### config.mk
export PLATFORM = sky130hd
export DESIGN_NAME = upl_ctrl
export DESIGN_NICKNAME = d
export VERILOG_FILES = /design/src/rtl/upl_pkg.sv /design/src/rtl/upl_cmd_match.sv /design/src/rtl/upl_stall_timer.sv /design/src/rtl/upl_wr_engine.sv /design/src/rtl/upl_ctrl.sv
export SDC_FILE = /design/constraint.sdc
export NUM_CORES = 1
export LEC_CHECK = 0
export ABC_AREA = 0
export BUFFER_PORTS_ARGS = -buffer_cell sky130_fd_sc_hd__buf_2
export CAP_MARGIN = 20
export CELL_PAD_IN_SITES_DETAIL_PLACEMENT = 1
export CELL_PAD_IN_SITES_GLOBAL_PLACEMENT = 1
export CORE_MARGIN = 4
export CORE_UTILIZATION = 25
export CTS_BUF_LIST = sky130_fd_sc_hd__clkbuf_8
export DETAILED_ROUTE_END_ITERATION = 8
export MAX_ROUTING_LAYER = met4
export PLACE_DENSITY = 0.57
export SLEW_MARGIN = 0
export SYNTH_ARGS = -nofsm -noshare
export SYNTH_HDL_FRONTEND = slang
export SYNTH_SLANG_ARGS = --single-unit
### constraint.sdc
create_clock -name clk -period 3.7 [get_ports clk]
set_input_delay 0.555 -clock clk [delete_from_list [all_inputs] [get_ports clk]]
set_output_delay 0.555 -clock clk [all_outputs]
set_load 0.02 [all_outputs]
### src/rtl/upl_pkg.sv
package upl_pkg;

    typedef enum logic [1:0] {
        ST_INIT,
        ST_WAIT_CMD,
        ST_CMD_PRO,
        ST_UPLOAD
    } upl_state_e;

    typedef enum logic [1:0] {
        PH_EMPTY,
        PH_LOADED,
        PH_STROBE
    } wr_phase_e;

endpackage

### src/rtl/upl_cmd_match.sv
module upl_cmd_match #(
    parameter int               CMD_W      = 8,
    parameter logic [CMD_W-1:0] START_CODE = 8'h0a
) (
    input  logic             armed,
    input  logic             cmd_valid,
    input  logic [CMD_W-1:0] cmd_byte,
    output logic             start_hit
);
    // Only the first command byte is decoded; the match counts only while armed.
    always_comb begin
        start_hit = armed && cmd_valid && (cmd_byte == START_CODE);
    end
endmodule

### src/rtl/upl_stall_timer.sv
module upl_stall_timer #(
    parameter int TIMEOUT_CYC = 72000
) (
    input  logic clk,
    input  logic rst_n,
    input  logic run,
    output logic expired
);
    localparam int              CNT_W = (TIMEOUT_CYC > 2) ? $clog2(TIMEOUT_CYC) : 1;
    localparam logic [CNT_W-1:0] LIMIT = CNT_W'(TIMEOUT_CYC - 1);

    logic [CNT_W-1:0] cnt_d, cnt_q;

    // Counts consecutive full edges; any edge without run clears it.
    always_comb begin
        cnt_d = cnt_q;
        if (!run) begin
            cnt_d = '0;
        end else if (cnt_q != LIMIT) begin
            cnt_d = cnt_q + CNT_W'(1);
        end
        expired = run && (cnt_q == LIMIT);
    end

    always_ff @(posedge clk or negedge rst_n) begin
        if (!rst_n) begin
            cnt_q <= '0;
        end else begin
            cnt_q <= cnt_d;
        end
    end
endmodule

### src/rtl/upl_wr_engine.sv
module upl_wr_engine
    import upl_pkg::*;
#(
    parameter int DATA_W = 8
) (
    input  logic              clk,
    input  logic              rst_n,
    input  logic              enable,
    input  logic              fifo_full,
    input  logic              src_valid,
    input  logic [DATA_W-1:0] src_byte,
    output logic              src_pop,
    output logic              wr_n,
    output logic [DATA_W-1:0] data
);
    typedef struct packed {
        wr_phase_e         phase;
        logic              wr_n;
        logic [DATA_W-1:0] data;
    } eng_t;

    eng_t eng_d, eng_q;

    // EMPTY -> LOADED (data on bus) -> STROBE (wr_n low) -> LOADED ...
    // A pop in the strobe cycle changes the bus only after the strobe ends.
    always_comb begin
        eng_d      = eng_q;
        eng_d.wr_n = 1'b1;
        src_pop    = 1'b0;
        if (!enable) begin
            eng_d.phase = PH_EMPTY;
        end else begin
            unique case (eng_q.phase)
                PH_EMPTY: begin
                    if (src_valid) begin
                        src_pop     = 1'b1;
                        eng_d.data  = src_byte;
                        eng_d.phase = PH_LOADED;
                    end
                end
                PH_LOADED: begin
                    if (!fifo_full) begin
                        eng_d.wr_n  = 1'b0;
                        eng_d.phase = PH_STROBE;
                    end
                end
                PH_STROBE: begin
                    if (src_valid) begin
                        src_pop     = 1'b1;
                        eng_d.data  = src_byte;
                        eng_d.phase = PH_LOADED;
                    end else begin
                        eng_d.phase = PH_EMPTY;
                    end
                end
                default: eng_d.phase = PH_EMPTY;
            endcase
        end
    end

    always_ff @(posedge clk or negedge rst_n) begin
        if (!rst_n) begin
            eng_q <= '{phase: PH_EMPTY, wr_n: 1'b1, data: '0};
        end else begin
            eng_q <= eng_d;
        end
    end

    assign wr_n = eng_q.wr_n;
    assign data = eng_q.data;
endmodule

### src/rtl/upl_ctrl.sv
module upl_ctrl
    import upl_pkg::*;
#(
    parameter int               DATA_W      = 8,
    parameter logic [7:0]       START_CODE  = 8'h0a,
    parameter logic [1:0]       FIFO_ADDR   = 2'b10,
    parameter int               TIMEOUT_CYC = 72000
) (
    input  logic              clk,
    input  logic              rst_n,
    input  logic              cmd_valid,
    input  logic [7:0]        cmd_byte,
    input  logic              fifo_full,
    input  logic              fifo_empty,
    input  logic              buf_valid,
    input  logic [DATA_W-1:0] buf_byte,
    input  logic              buf_overflow,
    output logic [1:0]        fifo_addr,
    output logic              fifo_wr_n,
    output logic [DATA_W-1:0] fifo_data,
    output logic              buf_rd,
    output logic              cap_start,
    output logic              ovf_flag
);
    typedef struct packed {
        upl_state_e state;
        logic [1:0] addr;
        logic       cap_start;
        logic       ovf;
    } ctl_t;

    ctl_t ctl_d, ctl_q;

    logic start_hit;
    logic stall_run;
    logic stall_expired;
    logic abort_now;
    logic eng_enable;

    upl_cmd_match #(
        .CMD_W      (8),
        .START_CODE (START_CODE)
    ) u_match (
        .armed     (ctl_q.state == ST_WAIT_CMD),
        .cmd_valid (cmd_valid),
        .cmd_byte  (cmd_byte),
        .start_hit (start_hit)
    );

    assign stall_run  = (ctl_q.state == ST_UPLOAD) && fifo_full;
    assign abort_now  = (ctl_q.state == ST_UPLOAD) && (buf_overflow || stall_expired);
    assign eng_enable = (ctl_q.state == ST_UPLOAD) && !abort_now;

    upl_stall_timer #(
        .TIMEOUT_CYC (TIMEOUT_CYC)
    ) u_timer (
        .clk     (clk),
        .rst_n   (rst_n),
        .run     (stall_run),
        .expired (stall_expired)
    );

    upl_wr_engine #(
        .DATA_W (DATA_W)
    ) u_eng (
        .clk       (clk),
        .rst_n     (rst_n),
        .enable    (eng_enable),
        .fifo_full (fifo_full),
        .src_valid (buf_valid),
        .src_byte  (buf_byte),
        .src_pop   (buf_rd),
        .wr_n      (fifo_wr_n),
        .data      (fifo_data)
    );

    always_comb begin
        ctl_d           = ctl_q;
        ctl_d.cap_start = 1'b0;
        unique case (ctl_q.state)
            ST_INIT: begin
                ctl_d.addr  = FIFO_ADDR;
                ctl_d.state = ST_WAIT_CMD;
            end
            ST_WAIT_CMD: begin
                if (start_hit) begin
                    ctl_d.state     = ST_CMD_PRO;
                    ctl_d.cap_start = 1'b1;
                    ctl_d.ovf       = 1'b0;
                end
            end
            ST_CMD_PRO: begin
                if (fifo_empty) begin
                    ctl_d.state = ST_UPLOAD;
                end
            end
            ST_UPLOAD: begin
                if (buf_overflow) begin
                    ctl_d.ovf   = 1'b1;
                    ctl_d.state = ST_WAIT_CMD;
                end else if (stall_expired) begin
                    ctl_d.state = ST_WAIT_CMD;
                end
            end
            default: ctl_d.state = ST_INIT;
        endcase
    end

    always_ff @(posedge clk or negedge rst_n) begin
        if (!rst_n) begin
            ctl_q <= '{state: ST_INIT, addr: 2'b00, cap_start: 1'b0, ovf: 1'b0};
        end else begin
            ctl_q <= ctl_d;
        end
    end

    assign fifo_addr = ctl_q.addr;
    assign cap_start = ctl_q.cap_start;
    assign ovf_flag  = ctl_q.ovf;
endmodule


==> results of run 1 <==
## worst max-delay path: stages, from the launching register on
cell and delay [ns]:
dfrtp_1 0.44, ha_1 0.28, and4b_2 0.22, and4_4 0.25, a21oi_4 0.33, buf_2 0.23
## worst max path at each step
| stage | to |
|---|---|
| 2_1_floorplan | buf_rd |
| 4_1_cts | buf_rd |
| 5_1_grt | buf_rd |
| 3_3_place_gp | buf_rd |
| 6_report | buf_rd |
| 3_5_place_dp | buf_rd |
## layer usage
layer  wire (um)  share of wire  up-vias
met5           0              0        -
met4          44          0.011        0
met3         178          0.044        5
met2        2045           0.50       22
met1        1808           0.44      664
li1            -              -      660
## placed cells by master (no fill, tap or decap), types with 5 or more instances in the layout
master	count
buf_2	35
nand3_1	6
nand4_1	6
a21oi_1	8
mux2_2	8
nand2_1	9
nor2_1	15
inv_1	6
ha_1	5
dfrtp_1	32
o21ai_0	5
clkbuf_8	5
## cells in the mapped netlist (2+ instances only)
cell type  instances  share of area
dfrtp_1           32           0.45
clkbuf_1           2         0.0042
ha_1               5          0.035
or3_1              3          0.011
inv_1              5          0.011
and4_1             3          0.015
nor2_1            15          0.032
o31ai_1            2         0.0084
nand3_1            6          0.017
xnor2_1            4          0.020
nand4_1            6          0.021
nor3_1             3         0.0084
o21ai_0            5          0.014
nand2b_1           3          0.011
buf_4             10          0.042
nor2b_1            2         0.0070
nand2_1            9          0.019
nor4_1             3          0.011
o211ai_1           2         0.0084
mux2_2             8          0.051
a21oi_1            8          0.023
xor2_1             4          0.020
o311ai_2           2          0.018
or4_1              4          0.017
a31oi_1            2         0.0070
## power breakdown
group	leakage, nW	switching [mW]	internal [mW]
clock	0.0491	0.133	0.128
combinational	0.411	0.189	0.129
sequential	0.431	0.0411	0.426
total	0.891	0.364	0.682
## area by class of cell
class | instances | area share
Tap cell | 96 | 0.05825
Clock inverter | 3 | 0.006675
Clock buffer | 5 | 0.03337
Multi-Input combinational cell | 118 | 0.4066
Sequential cell | 33 | 0.4011
Timing Repair Buffer | 35 | 0.08495
Inverter | 5 | 0.009102
## cells by family (layout without fill, tap and decap cells)
kind of cell             count (synthesis)  after routing  share of synthesized area
AO/OA/AOI/OAI                           23             23                    0.09218
XOR/XNOR                                 8              8                    0.03940
adder cells (fa/ha/maj)                  5              5                    0.03519
buffers and inverters                   18             48                    0.06334
flip-flops                              33             33                     0.4652
multiplexers                             9              9                    0.05630
other                                    1              1                   0.002109
AND/OR/NAND/NOR                         72             72                     0.2463
## through the flow
| step | utilization | cells |
|---|---|---|
| 6_report | 0.3002 | 295 |
| 5_1_grt | 0.3002 | 295 |
| 4_1_cts | 0.3002 | 295 |
| 3_5_place_dp | 0.2882 | 287 |
| 3_3_place_gp | 0.2882 | 287 |
| 2_1_floorplan | - | 169 |
## flip-flops by register name, summed over array words and instances (netlist names)
signal         cells
fifo_addr          1
u_eng.data         8
u_eng.eng_q        2
u_timer.cnt_q     17
ctl_q              2
u_eng.wr_n         1
cap_start          1
ovf_flag           1
==> qor.txt, run 1 <==
Power per standard cell area: 507.2 mW/mm2
RSZ-0062 raised after global routing: false
Flops & latches, synth: 33
WHS: 0.3333 ns
Cts hold-fix bufs: 0
DRC marker count from the first detailed-route iteration: 62
CTS max path bufs: 2
Clk sinks: 33
WL final: 4077 um
DP HPWL: 2910 um
Startpoint types: flip-flop
Pre-CTS setup slack: 1.416 ns
Placed Area: 0.001979 mm2
Final setup vio count: 0
Critical path fanouts, max: 12
R2r endpoint: u_eng.data[2]$_DFFE_PN0P_
Reg clk slew, reported paths: 0.07 ns
Total power: 1.046 mW
Critical Path End Type: output pin
Syn Inst Count: 169
Mapped Area: 0.001778 mm2
Final critical-path share of the clock period: 0.6996
Post-synthesis sequential area ratio: 0.4652
Fin. max-slew vios: 0
Largest net degree at the start of global routing: 34
GR peak layer: met2
FFs w/ async S/R, synth: 1.000
Count of unique library cells instantiated by Yosys: 46
Port Buffers: 35
Setup TNS: 0 ns
Rows: 30
Multi-input logic area: 838.3 um2
Vias: 1351
Initial core utilization: 0.2588
R2R cell count: 5
Arrival @ worst endpoint: 2.03 ns
Routed vias/inst: 4.580
CP Data Required Time: 3.14 ns
Clock Root Buffer: clkbuf_8
Post-route ant nets: 0
CTS tree: built
Max Clock Skew: 0.007756 ns
Yosys warns: 0
Total die area: 0.008525 mm2
Clock buffer count from CTS: 5
Leakage power total: 0.8911 nW
Worst-Skew Late Latency: 0.28 ns
R2R Path Start: u_timer.cnt_q[0]$_DFFE_PN0N_
Antenna Cells: 0
DRC: 0
Cts repair resizes: 0
Worst Slack Setup Final: 1.112 ns
Fin. Hold Viols: 0
DR pass1 iterations: 3
Met2 Use GR: 0.1752
Global route total overflow: 0
Fin crit period: 2.588 ns
Met1 Use GR: 0.1294
GRT Total Usage: 0.1070
Post-Syn Area per Cell: 10.52 um2
Register area: 827.0 um2
GR met3 Demand/Resource: 0.03006
Top_reg_cell synth: dfrtp_1
H-tree depth: 2
Area of the core: 0.006869 mm2
Final net count: 226
Area Overhead vs Synth: 15.97%
HP Class: in -> async
Final instance area: 0.002062 mm2
Setup bufs post-CTS: 0
Average wire per standard cell: 13.82 um
Fmax: 0.3863 GHz
GP Congestion: 0.7305
Layout cell share with drive strength beyond 1: 0.3166
Kind of critical path: reg -> out
VDD IR-drop max: 0.0001215 V
Syn_nets: 197
Worst-Margin Slew: 0.7550 ns
R2r setup slk: 1.68 ns
Filler cells: 812
I/O Pins: 37
Vias in the first global route: 1442
Initial antenna violation count: 0
Critical Path Source: u_timer.cnt_q[0]$_DFFE_PN0N_
EDFF count, synth: 0
Die Span X: 92.33 um
Outcome: completed
First-pass GRT wire length: 7107 um
Die Ht: 92.33 um
MaxCap Viol Count: 0
Relative max-transition margin: 0.4966
No activity file was read; power rests on OpenSTA's default activity.
==> run 2, diff against run 1 <==
ABC_AREA = 1   (was 0)
PLACE_DENSITY = 0.61   (was 0.57)
clock period = 2.18 ns   (was 3.7 ns; I/O delays follow)
==> qor.txt, run 2 <==
MaxCap Viol Count: 0 (unchanged)
Setup TNS: 0 ns (unchanged)
RSZ-0062 raised after global routing: false
Syn_nets: 249 (+26%)
H-tree depth: 2 (unchanged)
Post-route ant nets: 0 (unchanged)
Multi-input logic area: 803.3 um2 (-4.2%)
Final setup vio count: 0 (unchanged)
Worst-Margin Slew: 0.7985 ns (+0.04348 ns)
FFs w/ async S/R, synth: 1.000 (unchanged)
CP Data Required Time: 1.85 ns (-1.29 ns)
Post-synth top area share: 0.4426 (-0.007787)
Syn Inst Count: 221 (+31%)
Vias in the first global route: 1539 (+6.7%)
Global route total overflow: 0 (unchanged)
Fin. Hold Viols: 0 (unchanged)
Largest net degree at the start of global routing: 34 (unchanged)
HP Class: in -> async
VDD IR-drop max: 0.0002807 V (+130%)
Top cells by area, synth: dfrtp_1 (44%), nand2_1 (11%), inv_1 (5.8%), nand3_1 (5.3%), buf_4 (4.1%)
Arrival @ worst endpoint: 1.70 ns (-0.33 ns)
Outcome: completed
Finished Layout Cells: 357 (+21%)
DRC: 0 (unchanged)
Flops & latches, synth: 33 (unchanged)
Reg clk slew, reported paths: 0.07 ns (about the same)
DR pass1 iterations: 4 (+1)
Kind of critical path: reg -> out
Critical Path End Type: output pin
Most common cell after layout, fill and taps aside: nand2_1
First-pass GRT wire length: 7245 um (+1.9%)
Rows: 30 (unchanged)
Max Clock Skew: 0.003019 ns (-0.004737 ns)
Relative max-transition margin: 0.4677 (-0.02899)
GP Congestion: 0.7451 (+2.0%)
Layout cell share with drive strength beyond 1: 0.2797 (-0.03689)
Average wire per standard cell: 11.87 um (-14%)
WL final: 4239 um (+4.0%)
Port Buffers: 35 (unchanged)
EDFF count, synth: 0 (unchanged)
Die Span X: 93.07 um (+0.80%)
Routed vias/inst: 4.210 (-8.1%)
Area Overhead vs Synth: 21.71%
Register area: 827.0 um2 (unchanged)
Initial core utilization: 0.2620 (+0.003122)
Count of unique library cells instantiated by Yosys: 29 (-37%)
Yosys warns: 0 (unchanged)
Post-synth top area cell: dfrtp_1
Number of flip-flops in the largest register: 17 (unchanged)
DRC marker count from the first detailed-route iteration: 51 (-18%)
Clk sinks: 33 (unchanged)
Worst-Skew Late Latency: 0.28 ns (about the same)
Post-synthesis sequential area ratio: 0.4571 (-0.008042)
Pre-CTS setup slack: 0.3379 ns (-1.078 ns)
Initial antenna violation count: 0 (unchanged)
Mapped Area: 0.001809 mm2 (+1.8%)
Vias: 1503 (+11%)
Antenna Cells: 0 (unchanged)
Total die area: 0.008662 mm2 (+1.6%)
DP HPWL: 3191 um (+9.7%)
Fin. max-slew vios: 0 (unchanged)
Most frequent cells in the layout: nand2_1 (50), buf_2 (34), dfrtp_1 (32)
CTS max path bufs: 2 (unchanged)
Post-Syn Area per Cell: 8.187 um2 (-22%)
Fin crit period: 2.028 ns
Clock Root Buffer: clkbuf_8
Critical path fanouts, max: 9 (-3)
Startpoint types: flip-flop
Final net count: 288 (+27%)
Top_reg_cell synth: dfrtp_1
Clock buffer count from CTS: 5 (unchanged)
R2R cell count: 12 (+7)
Fmax: 0.4930 GHz
Die Ht: 93.07 um (+0.80%)
Filler cells: 883 (+8.7%)
Power per standard cell area: 849.6 mW/mm2 (+67%)
Leakage power total: 1.114 nW (+25%)
Most common cell in the synthesized netlist: nand2_1
Area of the core: 0.006907 mm2 (+0.55%)
GRT Total Usage: 0.1074 (+0.0003693)
Worst Slack Setup Final: 0.1517 ns (-0.9598 ns)
Top reg by flops: u_timer.cnt_q
Final critical-path share of the clock period: 0.9304
Placed Instances: 342 (+19%)
I/O Pins: 37 (unchanged)
CTS tree: built
Post-synth top cells: nand2_1 (51), dfrtp_1 (32), inv_1 (28), nand3_1 (19), nor2_1 (17)
## run 2: per-stage QoR
step           hold slack (ns)  utilization  power [mW]  cell area, um2
2_1_floorplan          0.03141            -       1.270            1809
3_3_place_gp            0.4493       0.2942       1.370            2032
3_5_place_dp            0.4564       0.2942       1.382            2032
4_1_cts                 0.1519       0.3072       1.871            2122
5_1_grt                 0.1952       0.3188       2.020            2202
6_report                0.1264       0.3188       1.871            2202
## run 2: layer usage
metal | global-route usage | vias up | part of all wire
met5 | - | - | 0
met4 | 0.03663 | 0 | 0.016
met3 | 0.02172 | 5 | 0.029
met2 | 0.1632 | 25 | 0.46
met1 | 0.1431 | 711 | 0.49
li1 | - | 762 | -
## run 2: logic make-up after synthesis
kind of cell | synth area share
buf+inv | 0.1113
other cells | 0.002073
compound gates | 0.04426
flops | 0.4571
fa+ha+maj | 0.03458
simple gates | 0.3264
xor+xnor | 0.02421
## run 2: critical path: stages, from the launching register on
cell and delay (ns):
dfrtp_1 0.41, ha_4 0.17, nand3_4 0.11, inv_4 0.08, nand2_1 0.06, nor2_2 0.09, nand3_2 0.09, nand2_4 0.10
inv_6 0.06, nand2_8 0.06, inv_1 0.04, buf_4 0.14
## run 2: power breakdown
part | switching, mW | internal [mW]
Sequential | 0.0654 | 0.717
Clock | 0.224 | 0.248
Combinational | 0.387 | 0.229
## run 2: worst paths after layout
path	start	to	slack, ns
min	rst_n	u_eng.data[0]$_DFFE_PN0P_	0.13
max reg2reg	u_timer.cnt_q[1]$_DFFE_PN0N_	ctl_q[5]$_DFFE_PN0P_	0.55
max	u_timer.cnt_q[1]$_DFFE_PN0N_	buf_rd	0.15
min reg2reg	u_eng.eng_q[10]$_DFFE_PN0P_	u_eng.eng_q[10]$_DFFE_PN0P_	0.47
min in group clk	buf_byte[1]	u_eng.data[1]$_DFFE_PN0P_	0.28
max in group asynchronous	rst_n	u_timer.cnt_q[4]$_DFFE_PN0N_	1.55
## run 2: area by class of cell
| type | count | share of cell area |
|---|---|---|
| timing repair buffer | 43 | 0.1080 |
| clock inverter | 2 | 0.003409 |
| sequential | 33 | 0.3756 |
| tap | 96 | 0.05455 |
| clock buffer | 6 | 0.03750 |
| multi-input combinational | 146 | 0.3648 |
| inverter | 31 | 0.05625 |
## run 2: repair_timing
action | in CTS | in global routing
gates resized for setup | 0 | 6
hold buffers | 0 | 0
buffers inserted | 0 | 7
endpoints found under the setup margin | 0 | 1
==> run 3, diff against run 2 <==
ABC_AREA = unset   (was 1)
GPL_ROUTABILITY_DRIVEN = 0   (was unset)
PLACE_DENSITY = 0.58   (was 0.61)
SYNTH_HIERARCHICAL = 1   (was unset)
==> qor.txt, run 3 <==
Outcome: finished, violations left
Failing checks: negative setup slack
Initial core utilization: 0.2565 (-0.005419)
Placed Area: 0.002042 mm2 (+0.49%)
Post-synth top area cell: dfrtp_1
Filler cells: 774 (-12%)
MaxCap Viol Count: 0 (unchanged)
Routed vias/inst: 4.298 (+2.1%)
Worst-Margin Slew: 0.7640 ns (-0.03452 ns)
Syn_nets: 186 (-25%)
Post-synth top area share: 0.4594 (+0.01684)
HP Class: in -> async
Vias: 1311 (-13%)
WL final: 3777 um (-11%)
Area Overhead vs Synth: 28.93%
GRT Total Usage: 0.1002 (-0.007171)
Worst-Skew Late Latency: 0.29 ns (about the same)
Arrival @ worst endpoint: 1.93 ns (+0.23 ns)
Clock buffer count from CTS: 5 (unchanged)
Critical path fanouts, max: 3 (-6)
Total die area: 0.008371 mm2 (-3.4%)
Max stage delay on crit path: 0.54 ns (+0.13 ns)
Leakage power total: 1.062 nW (-4.7%)
Mapped Area: 0.001743 mm2 (-3.7%)
Pre-CTS setup slack: 0.08222 ns (-0.2557 ns)
Critical Path End Type: output pin
CTS tree: built
CTS max path bufs: 2 (unchanged)
Vias in the first global route: 1366 (-11%)
VDD IR-drop max: 0.0003354 V (+19%)
Final critical-path share of the clock period: 1.035 (+0.1042)
EDFF count, synth: 0 (unchanged)
I/O Pins: 37 (unchanged)
Cts hold-fix bufs: 0 (unchanged)
Post-synthesis sequential area ratio: 0.4745 (+0.01739)
Clk sinks: 33 (unchanged)
Most frequent cells in the layout: buf_2 (34), dfrtp_1 (32), buf_4 (23)
Setup TNS: -0.09940 ns (-0.09940 ns)
Count of unique library cells instantiated by Yosys: 46 (+59%)
Kind of critical path: reg -> out
Average wire per standard cell: 12.38 um (+4.3%)
H-tree depth: 2 (unchanged)
CP Buf/Inv Count: 3 (-1)
Critical path's slowest cell: or4_4
Initial antenna violation count: 0 (unchanged)
Power per standard cell area: 911.5 mW/mm2 (+7.3%)
Final setup vio count: 2 (+2)
Most common cell in the synthesized netlist: dfrtp_1
DR pass1 iterations: 4 (unchanged)
First-pass GRT wire length: 6555 um (-9.5%)
Worst Slack Setup Final: -0.07550 ns (-0.2272 ns)
Top cells by area, synth: dfrtp_1 (46%), mux2_2 (5.2%), ha_1 (5.0%), buf_4 (4.3%), xnor2_1 (2.5%)
Final instance area: 0.002247 mm2 (+2.0%)
Area of the core: 0.006794 mm2 (-1.6%)
Layout cell share with drive strength beyond 1: 0.4354 (+0.1557)
Flops & latches, synth: 33 (unchanged)
Die Ht: 91.50 um (-1.7%)
FFs w/ async S/R, synth: 1.000 (unchanged)
Startpoint types: flip-flop
Most common cell after layout, fill and taps aside: buf_2
RSZ-0062 raised after global routing: true
Final net count: 238 (-17%)
DRC: 0 (unchanged)
Post-route ant nets: 0 (unchanged)
Die Span X: 91.50 um (-1.7%)
Fin. Hold Viols: 0 (unchanged)
Yosys warns: 6 (+6)
Port Buffers: 35 (unchanged)
Rows: 30 (unchanged)
Global route total overflow: 0 (unchanged)
Top_reg_cell synth: dfrtp_1
Top reg by flops: u_timer/cnt_q
Total power: 2.048 mW (+9.5%)
CP Data Required Time: 1.85 ns (about the same)
Fmax: 0.4434 GHz (-10%)
Max Clock Skew: 0.005300 ns (+0.002281 ns)
DRC marker count from the first detailed-route iteration: 51 (unchanged)
Final core occ: 0.3308 (+0.01191)
Post-synth top cells: dfrtp_1 (32), buf_4 (10), nor2_1 (9), mux2_2 (8), nand2_1 (8)
Reg clk slew, reported paths: 0.07 ns (about the same)
Fin. max-slew vios: 0 (unchanged)
Number of flip-flops in the largest register: 17 (unchanged)
Fin crit period: 2.255 ns (+0.2272 ns)
Clock Root Buffer: clkbuf_8
CP top delay family: simple AND/OR/NAND/NOR gates
DP HPWL: 2815 um (-12%)
Antenna Cells: 0 (unchanged)
Post-Syn Area per Cell: 11.17 um2 (+36%)
Crit-path cells: or4_4 > nor4_4 > nand2b_1 > inv_4 > nor3b_4 > nand3b_4 > inv_2 > buf_6
Syn Inst Count: 156 (-29%)
Relative max-transition margin: 0.4907 (+0.02301)
Largest net degree at the start of global routing: 34 (unchanged)
-- run 3: cells by family (layout without fill, tap and decap cells) --
kind of cell	Yosys count	after routing	share of synthesized area
simple gates	59	59	0.2190
flops	33	33	0.4745
buf+inv	20	73	0.06891
compound gates	14	14	0.05311
mux	14	14	0.09189
xor+xnor	8	8	0.04020
fa+ha+maj	7	7	0.05025
other cells	1	1	0.002152
-- run 3: worst register-to-register path: stages (launching register included) --
cell and delay [ns]:
dfrtp_1 0.38, or4_4 0.54, nor4_4 0.19, nand2b_1 0.15, inv_4 0.10, nor3b_4 0.05
buf_4 0.13, and3b_2 0.25, mux2_4 0.30
-- run 3: cell type report --
class                   count  area [um2]  share of cell area
clock buffers               7       96.34             0.04287
clock inverters             1       5.005            0.002227
inverters                   7       28.78             0.01281
multi-input cells         103       815.8              0.3630
flip-flops and latches     33       827.0              0.3680
well taps                  96       120.1             0.05345
repair buffers             58       354.1              0.1576
-- run 3: path summary, 6_finish.rpt --
check / depth (start not counted) / slack, ns / to / startpoint
max: 8 / -0.08 / buf_rd / u_timer/cnt_q[13]$_DFFE_PN0P_
min: 1 / 0.11 / fifo_addr[1]$_DFFE_PN0N_ / rst_n
max reg2reg: 8 / -0.02 / ctl_q[5]$_DFFE_PN0P_ / u_timer/cnt_q[13]$_DFFE_PN0P_
min reg2reg: 1 / 0.47 / fifo_addr[1]$_DFFE_PN0N_ / fifo_addr[1]$_DFFE_PN0N_
max in group asynchronous: 1 / 1.58 / u_eng/data[2]$_DFFE_PN0P_ / rst_n
min in group clk: 2 / 0.27 / u_eng/data[7]$_DFFE_PN0P_ / buf_byte[7]
-- run 3: per-layer routing --
metal | part of all wire | vias up | track usage | wire [um]
li1 | - | 635 | - | -
met1 | 0.46 | 642 | 0.1249 | 1748
met2 | 0.47 | 29 | 0.1509 | 1791
met3 | 0.054 | 5 | 0.03977 | 205
met4 | 0.0082 | 0 | 0.02638 | 31
met5 | 0 | - | - | 0
-- run 3: power breakdown --
group	internal, mW	leakage (nW)	total [mW]	switching, mW
Clock	0.285	0.0542	0.520	0.235
Combinational	0.363	0.581	0.737	0.374
Sequential	0.730	0.427	0.791	0.0605
-- run 3: per-stage QoR --
stage | instances | hold slack [ns]
detailed placement | 285 | 0.4504
floorplan | 156 | 0.03141
CTS | 299 | 0.1299
finish | 305 | 0.1054
global placement | 285 | 0.4525
global route | 305 | 0.1652
-- run 3: what timing repair did --
action | in CTS | in global routing
endpoints found under the setup margin | 1 | 11
hold endpoints to repair | 0 | 0
pin swaps | 2 | 0
resized for setup | 0 | 4
setup buffers | 6 | 6
